$ cat config.mk
export PLATFORM = sky130hd
export DESIGN_NAME = tag_rs_core
export DESIGN_NICKNAME = d
export VERILOG_FILES = /design/src/rtl/tag_rs_pkg.sv /design/src/rtl/tag_rs_pool.sv /design/src/rtl/tag_rs_regfile.sv /design/src/rtl/tag_rs_station.sv /design/src/rtl/tag_rs_core.sv
export SDC_FILE = /design/constraint.sdc
export NUM_CORES = 1
export LEC_CHECK = 0
export ABC_AREA = 1
export BUFFER_PORTS_ARGS = -buffer_cell sky130_fd_sc_hd__buf_2
export CAP_MARGIN = 20
export CORE_ASPECT_RATIO = 1.5
export CORE_UTILIZATION = 35
export DETAILED_ROUTE_END_ITERATION = 7
export MAX_ROUTING_LAYER = met4
export PLACE_DENSITY = 0.46
export SLEW_MARGIN = 5
export SYNTH_ARGS = -nofsm -noshare
export SYNTH_HDL_FRONTEND = slang
export SYNTH_HIERARCHICAL = 1
export SYNTH_SLANG_ARGS = --single-unit
$ cat constraint.sdc
create_clock -name clk -period 3.45 [get_ports clk]
set_clock_uncertainty 0.2 [all_clocks]
set_input_delay 0.69 -clock clk [delete_from_list [all_inputs] [get_ports clk]]
set_output_delay 0.69 -clock clk [all_outputs]
set_load 0.005 [all_outputs]
$ cat src/rtl/tag_rs_pkg.sv
package tag_rs_pkg;
   // default geometry shared by the core, its checker and its users
   localparam int DEF_NREG = 8;
   localparam int DEF_NTAG = 8;
   localparam int DEF_NENT = 4;
   localparam int DEF_DW   = 16;
   localparam int DEF_OPW  = 2;
endpackage

$ cat src/rtl/tag_rs_pool.sv
module tag_rs_pool #(
   parameter int NTAG = 8,
   localparam int TW  = $clog2(NTAG)
) (
   input  logic            clk,
   input  logic            rst_n,
   input  logic            take,
   input  logic            give,
   input  logic [TW-1:0]   give_tag,
   output logic            empty,
   output logic [TW-1:0]   pick_tag,
   output logic [NTAG-1:0] free_mask
);
   logic [NTAG-1:0] free_q;
   logic [NTAG-1:0] free_d;

   // lowest-numbered free tag
   always_comb begin
      pick_tag = '0;
      for (int i = NTAG - 1; i >= 0; i--) begin
         if (free_q[i]) pick_tag = TW'(i);
      end
   end

   assign empty     = (free_q == '0);
   assign free_mask = free_q;

   always_comb begin
      free_d = free_q;
      if (take) free_d[pick_tag] = 1'b0;
      if (give) free_d[give_tag] = 1'b1;
   end

   always_ff @(posedge clk or negedge rst_n) begin
      if (!rst_n) free_q <= '1;
      else        free_q <= free_d;
   end
endmodule

$ cat src/rtl/tag_rs_regfile.sv
module tag_rs_regfile #(
   parameter int NREG = 8,
   parameter int NTAG = 8,
   parameter int DW   = 16,
   localparam int RW  = $clog2(NREG),
   localparam int TW  = $clog2(NTAG)
) (
   input  logic                 clk,
   input  logic                 rst_n,
   input  logic                 ren_en,
   input  logic [RW-1:0]        ren_reg,
   input  logic [TW-1:0]        ren_tag,
   input  logic                 bc_valid,
   input  logic [TW-1:0]        bc_tag,
   input  logic [DW-1:0]        bc_val,
   input  logic [1:0][RW-1:0]   src_idx,
   output logic [1:0]           src_rdy,
   output logic [1:0][TW-1:0]   src_tag,
   output logic [1:0][DW-1:0]   src_val,
   input  logic [RW-1:0]        obs_idx,
   output logic                 obs_rdy,
   output logic [TW-1:0]        obs_tag,
   output logic [DW-1:0]        obs_val
);
   logic          rdy_q [NREG];
   logic [TW-1:0] tag_q [NREG];
   logic [DW-1:0] val_q [NREG];

   // source read ports with same-cycle broadcast forwarding
   for (genvar p = 0; p < 2; p++) begin : g_src
      logic hit;
      assign hit        = !rdy_q[src_idx[p]] && bc_valid && (tag_q[src_idx[p]] == bc_tag);
      assign src_rdy[p] = rdy_q[src_idx[p]] | hit;
      assign src_tag[p] = tag_q[src_idx[p]];
      assign src_val[p] = rdy_q[src_idx[p]] ? val_q[src_idx[p]] : bc_val;
   end

   assign obs_rdy = rdy_q[obs_idx];
   assign obs_tag = tag_q[obs_idx];
   assign obs_val = val_q[obs_idx];

   always_ff @(posedge clk or negedge rst_n) begin
      if (!rst_n) begin
         for (int i = 0; i < NREG; i++) begin
            rdy_q[i] <= 1'b1;
            tag_q[i] <= '0;
            val_q[i] <= DW'(i);
         end
      end else begin
         for (int i = 0; i < NREG; i++) begin
            if (ren_en && ren_reg == RW'(i)) begin
               rdy_q[i] <= 1'b0;
               tag_q[i] <= ren_tag;
            end else if (bc_valid && !rdy_q[i] && tag_q[i] == bc_tag) begin
               rdy_q[i] <= 1'b1;
               val_q[i] <= bc_val;
            end
         end
      end
   end
endmodule

$ cat src/rtl/tag_rs_station.sv
module tag_rs_station #(
   parameter int NENT = 4,
   parameter int NTAG = 8,
   parameter int DW   = 16,
   parameter int OPW  = 2,
   localparam int TW  = $clog2(NTAG),
   localparam int EW  = $clog2(NENT)
) (
   input  logic                clk,
   input  logic                rst_n,
   input  logic                in_valid,
   input  logic [OPW-1:0]      in_op,
   input  logic [TW-1:0]       in_dtag,
   input  logic [1:0]          in_rdy,
   input  logic [1:0][TW-1:0]  in_tag,
   input  logic [1:0][DW-1:0]  in_val,
   input  logic                bc_valid,
   input  logic [TW-1:0]       bc_tag,
   input  logic [DW-1:0]       bc_val,
   input  logic                fu_free,
   output logic                full,
   output logic                iss_valid,
   output logic [OPW-1:0]      iss_op,
   output logic [TW-1:0]       iss_dtag,
   output logic [DW-1:0]       iss_opa,
   output logic [DW-1:0]       iss_opb,
   output logic [NENT-1:0]     slot_vld
);
   typedef struct packed {
      logic          rdy;
      logic [TW-1:0] tag;
      logic [DW-1:0] val;
   } opnd_t;

   typedef struct packed {
      logic           vld;
      logic [OPW-1:0] op;
      logic [TW-1:0]  dtag;
      opnd_t [1:0]    src;
   } slot_t;

   slot_t         ent_q [NENT];
   slot_t         ent_d [NENT];
   slot_t         woke  [NENT+1];
   logic [EW-1:0] sel;
   logic          any_rdy;
   logic          do_iss;

   // oldest ready entry: slots are kept compacted, index 0 is oldest
   always_comb begin
      any_rdy = 1'b0;
      sel     = '0;
      for (int i = NENT - 1; i >= 0; i--) begin
         if (ent_q[i].vld && ent_q[i].src[0].rdy && ent_q[i].src[1].rdy) begin
            any_rdy = 1'b1;
            sel     = EW'(i);
         end
      end
   end

   assign do_iss = any_rdy & fu_free;

   // wakeup from the result bus
   always_comb begin
      for (int i = 0; i < NENT; i++) begin
         woke[i] = ent_q[i];
         for (int p = 0; p < 2; p++) begin
            if (bc_valid && ent_q[i].vld && !ent_q[i].src[p].rdy &&
                ent_q[i].src[p].tag == bc_tag) begin
               woke[i].src[p].rdy = 1'b1;
               woke[i].src[p].val = bc_val;
            end
         end
      end
      woke[NENT] = '0;
   end

   // remove the issued slot by shifting younger ones down, then append
   always_comb begin
      logic placed;
      placed = 1'b0;
      for (int i = 0; i < NENT; i++) begin
         if (do_iss && i >= int'(sel)) ent_d[i] = woke[i+1];
         else                          ent_d[i] = woke[i];
      end
      for (int i = 0; i < NENT; i++) begin
         if (in_valid && !placed && !ent_d[i].vld) begin
            ent_d[i].vld  = 1'b1;
            ent_d[i].op   = in_op;
            ent_d[i].dtag = in_dtag;
            for (int p = 0; p < 2; p++) begin
               ent_d[i].src[p].rdy = in_rdy[p];
               ent_d[i].src[p].tag = in_tag[p];
               ent_d[i].src[p].val = in_val[p];
            end
            placed = 1'b1;
         end
      end
   end

   always_ff @(posedge clk or negedge rst_n) begin
      if (!rst_n) begin
         for (int i = 0; i < NENT; i++) ent_q[i] <= '0;
      end else begin
         ent_q <= ent_d;
      end
   end

   assign full      = ent_q[NENT-1].vld;
   assign iss_valid = any_rdy;
   assign iss_op    = ent_q[sel].op;
   assign iss_dtag  = ent_q[sel].dtag;
   assign iss_opa   = ent_q[sel].src[0].val;
   assign iss_opb   = ent_q[sel].src[1].val;

   for (genvar i = 0; i < NENT; i++) begin : g_vld
      assign slot_vld[i] = ent_q[i].vld;
   end
endmodule

$ cat src/rtl/tag_rs_core.sv
module tag_rs_core #(
   parameter int NREG = tag_rs_pkg::DEF_NREG,
   parameter int NTAG = tag_rs_pkg::DEF_NTAG,
   parameter int NENT = tag_rs_pkg::DEF_NENT,
   parameter int DW   = tag_rs_pkg::DEF_DW,
   parameter int OPW  = tag_rs_pkg::DEF_OPW,
   localparam int RW  = $clog2(NREG),
   localparam int TW  = $clog2(NTAG)
) (
   input  logic           clk,
   input  logic           rst_n,
   input  logic           disp_valid,
   input  logic [OPW-1:0] disp_op,
   input  logic [RW-1:0]  disp_dst,
   input  logic [RW-1:0]  disp_src_a,
   input  logic [RW-1:0]  disp_src_b,
   output logic           disp_ready,
   output logic           iss_valid,
   output logic [OPW-1:0] iss_op,
   output logic [TW-1:0]  iss_dtag,
   output logic [DW-1:0]  iss_opa,
   output logic [DW-1:0]  iss_opb,
   input  logic           fu_free,
   input  logic           cmp_valid,
   input  logic [TW-1:0]  cmp_tag,
   input  logic [DW-1:0]  cmp_value,
   input  logic [RW-1:0]  rd_addr,
   output logic           rd_ready,
   output logic [TW-1:0]  rd_tag,
   output logic [DW-1:0]  rd_value
);
   if (NREG < 2) begin : g_bad_nreg
      $error("tag_rs_core: NREG must be at least 2");
   end
   if (NENT < 2) begin : g_bad_nent
      $error("tag_rs_core: NENT must be at least 2");
   end
   if (NTAG <= NENT) begin : g_bad_ntag
      $error("tag_rs_core: NTAG must exceed NENT so issued work can stay in flight");
   end

   logic              pool_empty;
   logic              win_full;
   logic              disp_fire;
   logic [TW-1:0]     new_tag;
   logic [NTAG-1:0]   tag_free;
   logic [NENT-1:0]   ent_vld;
   logic [1:0]        op_rdy;
   logic [1:0][TW-1:0] op_tag;
   logic [1:0][DW-1:0] op_val;

   assign disp_ready = !win_full && !pool_empty;
   assign disp_fire  = disp_valid && disp_ready;

   tag_rs_pool #(.NTAG(NTAG)) u_pool (
      .clk       (clk),
      .rst_n     (rst_n),
      .take      (disp_fire),
      .give      (cmp_valid),
      .give_tag  (cmp_tag),
      .empty     (pool_empty),
      .pick_tag  (new_tag),
      .free_mask (tag_free)
   );

   tag_rs_regfile #(.NREG(NREG), .NTAG(NTAG), .DW(DW)) u_regs (
      .clk      (clk),
      .rst_n    (rst_n),
      .ren_en   (disp_fire),
      .ren_reg  (disp_dst),
      .ren_tag  (new_tag),
      .bc_valid (cmp_valid),
      .bc_tag   (cmp_tag),
      .bc_val   (cmp_value),
      .src_idx  ({disp_src_b, disp_src_a}),
      .src_rdy  (op_rdy),
      .src_tag  (op_tag),
      .src_val  (op_val),
      .obs_idx  (rd_addr),
      .obs_rdy  (rd_ready),
      .obs_tag  (rd_tag),
      .obs_val  (rd_value)
   );

   tag_rs_station #(.NENT(NENT), .NTAG(NTAG), .DW(DW), .OPW(OPW)) u_win (
      .clk       (clk),
      .rst_n     (rst_n),
      .in_valid  (disp_fire),
      .in_op     (disp_op),
      .in_dtag   (new_tag),
      .in_rdy    (op_rdy),
      .in_tag    (op_tag),
      .in_val    (op_val),
      .bc_valid  (cmp_valid),
      .bc_tag    (cmp_tag),
      .bc_val    (cmp_value),
      .fu_free   (fu_free),
      .full      (win_full),
      .iss_valid (iss_valid),
      .iss_op    (iss_op),
      .iss_dtag  (iss_dtag),
      .iss_opa   (iss_opa),
      .iss_opb   (iss_opb),
      .slot_vld  (ent_vld)
   );
endmodule

==> metrics.txt, run 1 <==
status=complete, no violations; pin count of the biggest net entering global routing=102; routability cong.=0.9011; CP Max Fanout=14; worst setup margin=about 0.086 ns; Reg clk slew, reported paths=~0.06 ns; H-tree levels=2; max_cap viols=0; commonest non-fill, non-tap cell in the layout=nand2_1; Slew @ Worst Pin=roughly 1.0 ns; CP arrival=2.47 ns; row count=115; total gr overflow=0; unrepaired setup endpoints after global routing=no; IO Pins=just under 100; Reg2Reg Depth=13; synth warn=6; syn nets=roughly 3.5k; starting density of the core=between 30% and 40%; Worst-Skew Late Latency=0.60 ns; via count=24.94k; Initial DRC Count=about 2.4k; antenna violations before repair=1; die width=around 210 um; Setup TNS=0 ns; crit start category=register; most frequent cells in the layout=979 x nand2_1, 522 x o21ai_0, 385 x nand3_1, 322 x dfrtp_1, 274 x inv_1; reg2reg start=u_pool/free_mask[5]; crit end category=primary output; Critical path origin=u_win/slot_vld[2]; DP HPWL=between 60000 and 70000 um; nets=about 3.6k; die span in y=about 320 um; clock tree sinks=352; total wire length=about 100000 um; maximum VDD drop=0.0004966 V; Leakage Power=between 10 and 15 nW; Antenna Nets Post-Route=0; routed len/inst=~24 um; vias in the first global route=between 20k and 25k; P&R area growth vs syn=13.62%; core box area=65610 sq um; vias per cell=about 5.6; Max clock buf depth=3; Slew HR=between 30% and 40%; Worst Path Required=about 2.6 ns; worst hold-check path type=in2reg; Area after DPL=24800 sq um; first-pass GRT wire length=~150000 um; pre-CTS setup slack=0.2233 ns; Design Power=24.51 mW; final instance area=around 26000 sq um; CTS tree=done; final worst path period need=around 3.4 ns; final hold viol count=0; Worst R2R Setup Slack=0.53 ns; Pwr Density=between 900 and 1000 nW/um^2; Crit Reg-Reg Endpoint=u_win/ent_q[158]; critical path class=reg2out; drt pass-1 iters=7; syn avg cell area=6.622 sq um; layout cells sized above 1=11.13%; Hold WS=0.1600 ns; CTS root buffer=clkbuf_16; Total GRT Usage=a little under a third; Max Fclk=about 0.30 GHz; CTS buffer count=43; Final Cycle Share=a little under 100%; die area=roughly 67000 sq um; Netlist Area Pre-Place=roughly 23000 sq um; Port-buffer cells=96; setup violators final=0; DRC=0; Post-Synthesis Cells=approximately 3.5k; fin. max-slew vios=0; Worst Setup EP=iss_opb[6]
-- what timing repair did --
item,in CTS,in global routing
gates resized for setup,15,4
pin swaps,3,2
endpoints found under the setup margin,37,23
endpoints found under the hold margin,57,0
hold buffers,1,0
buffers inserted,5,1
cloned,1,1
-- sequential cells by signal (all words and copies together) (netlist names) --
name and flops:
u_regs/tag_q 24, u_regs/rdy_q 8, u_win/full 1, u_win/slot_vld 3, u_regs/val_q 128, u_win/ent_q 180
u_pool/free_mask 8
-- worst max-delay path, cell delays in order, from the launching register on --
cell and delay, ns:
dfrtp_2 0.45, nand3_1 0.12, inv_1 0.08, o21ai_4 0.21
buf_4 0.20, nand2_4 0.16, o21ai_0 0.19, a21oi_1 0.06
nor2_1 0.21, buf_2 0.17
-- stage by stage --
step	utilization (%)	std cells
floorplan	-	3508
global placement	37.79	4349
detailed placement	37.79	4349
CTS	40.16	4433
global route	40.22	4436
finish	40.23	4437
-- layer usage --
layer  wire (um)  global-route usage, %  vias up  part of all wire [%]
met5           0                      -        -                     0
met4        7544                  20.11        0                   7.2
met3        6481                  3.851      298                   6.2
met2       51310                  53.05     1091                    49
met1       39620                  35.35    11910                    38
li1            -                      -    11640                     -
-- worst min-delay path by stage --
| stage | start | end | slack, ns | cells after the start |
|---|---|---|---|---|
| floorplan | rst_n | u_regs/tag_q[0] | 0.19 | 0 |
| global placement | u_pool/free_mask[2] | u_pool/free_mask[2] | 0.26 | 2 |
| detailed placement | u_pool/free_mask[3] | u_pool/free_mask[3] | 0.26 | 2 |
| CTS | disp_op[1] | u_win/ent_q[90] | 0.15 | 3 |
| global route | disp_op[1] | u_win/ent_q[90] | 0.17 | 3 |
| finish | disp_op[1] | u_win/ent_q[90] | 0.16 | 3 |
-- layout make-up --
cell class | instances | area (sq um)
inverter | 291 | 1096
multi-input combinational | 2627 | 12190
clock buffer | 69 | 1316
timing repair buffer | 211 | 1740
clock inverter | 8 | 98.84
tap | 877 | 1097
fill | 7151 | 39220
antenna | 2 | 5.005
sequential | 352 | 8846
-- power breakdown --
group,internal [mW],switching (mW)
logic,3.94,8.27
registers,6.20,1.38
clock network,2.75,1.96
(Power assumes the default switching activity.)
==> inputs of run 2 (changes only) <==
- BUFFER_PORTS_ARGS: -buffer_cell sky130_fd_sc_hd__buf_2 -> unset
- DONT_BUFFER_PORTS: unset -> 1
- PLACE_DENSITY: 0.46 -> 0.45
- RECOVER_POWER: unset -> 50
==> metrics.txt, run 2 (synthesis gave the netlist of run 1 again) <==
status=finished with violations; failing checks=negative hold slack, max-slew violations; crit end category=primary output; die span in y=317.5 um; CTS root buffer=clkbuf_16; die width=roughly 210 um; total wire length=slightly above 100000 um; final worst path period need=between 3 and 4 ns; total gr overflow=0; starting density of the core=35.41%; max reg flops=180; Initial DRC Count=approximately 2.3k; final hold viol count=approximately 170; Port-buffer cells=0; core box area=65610 sq um; vias per cell=~5.6; first-pass GRT wire length=between 150000 and 200000 um; DRC=0; clock tree sinks=around 350; Setup TNS=0 ns; H-tree levels=2; Cells after DPL=about 4.2k; crit start category=register; CTS Hold Bufs=6; Total GRT Usage=a little under a third; Reg clk slew, reported paths=about 0.060 ns; unrepaired setup endpoints after global routing=no; CTS tree=done; Net Sw Power=about 11 mW; pin count of the biggest net entering global routing=about 350; die area=67430 sq um; critical path's slowest cell=dfrtp_1; switching share of power=between 40% and 50%; Antenna Nets Post-Route=0; most frequent CP cell=buf_4; WP buf/inv=4; IO Pins=between 90 and 100; routability cong.=around 0.97; CP arrival=roughly 2.5 ns; Pwr Density=roughly 920 nW/um^2; critical path class=reg2out; Flop pwr share=roughly 32%; Max Fclk=about 0.3 GHz; layout cells sized above 1=7.950%; Max clock buf depth=3; maximum VDD drop=between 0.0004 and 0.0005 V; Worst Path Required=roughly 2.6 ns; Crit path max-delay family=simple AND/OR/NAND/NOR gates; drt pass-1 iters=6; Slew HR=-57.77%; Final Cycle Share=between 90 and 100%; worst setup margin=about 0.11 ns; crit path cell chain=nand3_4, nand2_1, nor2_4, clkinvlp_4, buf_12, buf_4, o21ai_0, a21oi_1, nor2_1, buf_4; routed len/inst=roughly 24 um; max_cap viols=0; Hold WS=-0.3944 ns; P&R area growth vs syn=10.22%; most frequent cells in the layout=982 x nand2_1, 522 x o21ai_0, 385 x nand3_1, 321 x dfrtp_1, 274 x inv_1; vias in the first global route=between 20k and 25k; CTS buffer count=between 40 and 50; antenna violations before repair=0; ant diodes=0; filler cell count=7099; CP Max Fanout=5; nets=between 3k and 4k; pre-CTS setup slack=around 0.42 ns; fin cells=about 4.3k; Combinational Power Share=48.3%; fin. max-slew vios=between 200 and 250; Worst-Skew Late Latency=between 0.6 and 0.7 ns; Max stage delay on crit path=between 0.4 and 0.5 ns; clock network power share=roughly 20%; worst hold-check path type=in2async; final instance area=approximately 26000 sq um; Area after DPL=24040 sq um; internal power=12.59 mW; biggest registers after layout=u_win/ent_q (180), u_regs/val_q (128), u_regs/tag_q (24); Slew @ Worst Pin=around 2.4 ns; DP HPWL=65890 um; row count=115; via count=24.34k; Leakage Power=12.35 nW; commonest non-fill, non-tap cell in the layout=nand2_1; setup violators final=0; Reg with most FFs=u_win/ent_q
==> run 2: cell types whose count changed in the layout (fill, tap and decap cells not counted), sizes merged <==
cell | before | now
clkinvlp | 2 | 1
bufinv | 2 | 0
buf | 210 | 105
clkinv | 5 | 4
dlygate4sd3 | 1 | 6
clkbuf | 69 | 77
diode | 2 | 0
inv | 290 | 289
nand2 | 996 | 994
==> run 2: per-layer routing <==
layer	up-vias	track usage [%]	part of all wire (%)
met5	-	-	0
li1	11420	-	-
met4	0	17.65	6.7
met2	1023	52.00	49
met3	282	5.362	7.3
met1	11620	35.24	37
==> run 2: final cells by class <==
type                            count  area [sq um]  share of cell area [%]
Tap cell                          877          1097                   4.285
Multi-Input combinational cell   2625         12090                   47.21
Timing Repair Buffer              114          1064                   4.153
Sequential cell                   352          8847                   34.55
Clock buffer                       74          1395                   5.448
Clock inverter                      3         18.77                 0.07330
Inverter                          291          1096                   4.280
==> run 2: per-stage QoR <==
stage               util [%]  power, mW  hold WS, ns
global placement       36.65      18.55       0.2178
global route           39.03      25.40      -0.4227
CTS                    38.96      23.56      -0.4141
finish                 39.03      23.59      -0.3944
floorplan                  -      14.92       0.1944
detailed placement     36.65      18.75       0.2195
==> run 2: repair_timing <==
item | 4_1_cts | 5_1_grt
gates resized for setup | 7 | 7
hold endpoints to repair | 360 | 338
pin swaps | 0 | 3
cloned | 0 | 1
setup buffers | 2 | 6
endpoints found under the setup margin | 23 | 25
==> run 2: final timing paths <==
kind	depth (start not counted)	slack [ns]	startpoint	end
min in group clk	2	0.03	disp_op[1]	u_win/ent_q[90]
hold reg to reg	2	0.27	u_pool/free_mask[2]	u_pool/free_mask[2]
max in group asynchronous	0	1.51	rst_n	u_win/full
setup reg to reg	13	0.28	u_pool/free_mask[1]	u_win/ent_q[96]
hold / removal	0	-0.39	rst_n	u_win/ent_q[150]
setup / recovery	10	0.11	u_win/ent_q[177]	iss_opb[11]
==> run 2: worst reg2reg max path, cell delays in order (launching register included) <==
cell     delay [ns]
dfstp_1        0.54
nor2_1         0.07
inv_1          0.11
nor3_1         0.07
inv_1          0.05
nand2_1        0.06
nor2_2         0.37
inv_1          0.14
nor2_1         0.28
buf_4          0.21
nand2_4        0.04
buf_4          0.45
nand3_1        0.26
o21ai_0        0.13
==> run 2: power by group through the flow <==
stage	sequential, mW	clock, mW	combinational [mW]
after floorplan	7.16	0	7.76
after global placement	7.51	0	11.0
after detailed placement	7.56	0	11.2
after CTS	7.51	4.79	11.3
after global routing	7.78	4.90	12.7
final	7.54	4.65	11.4
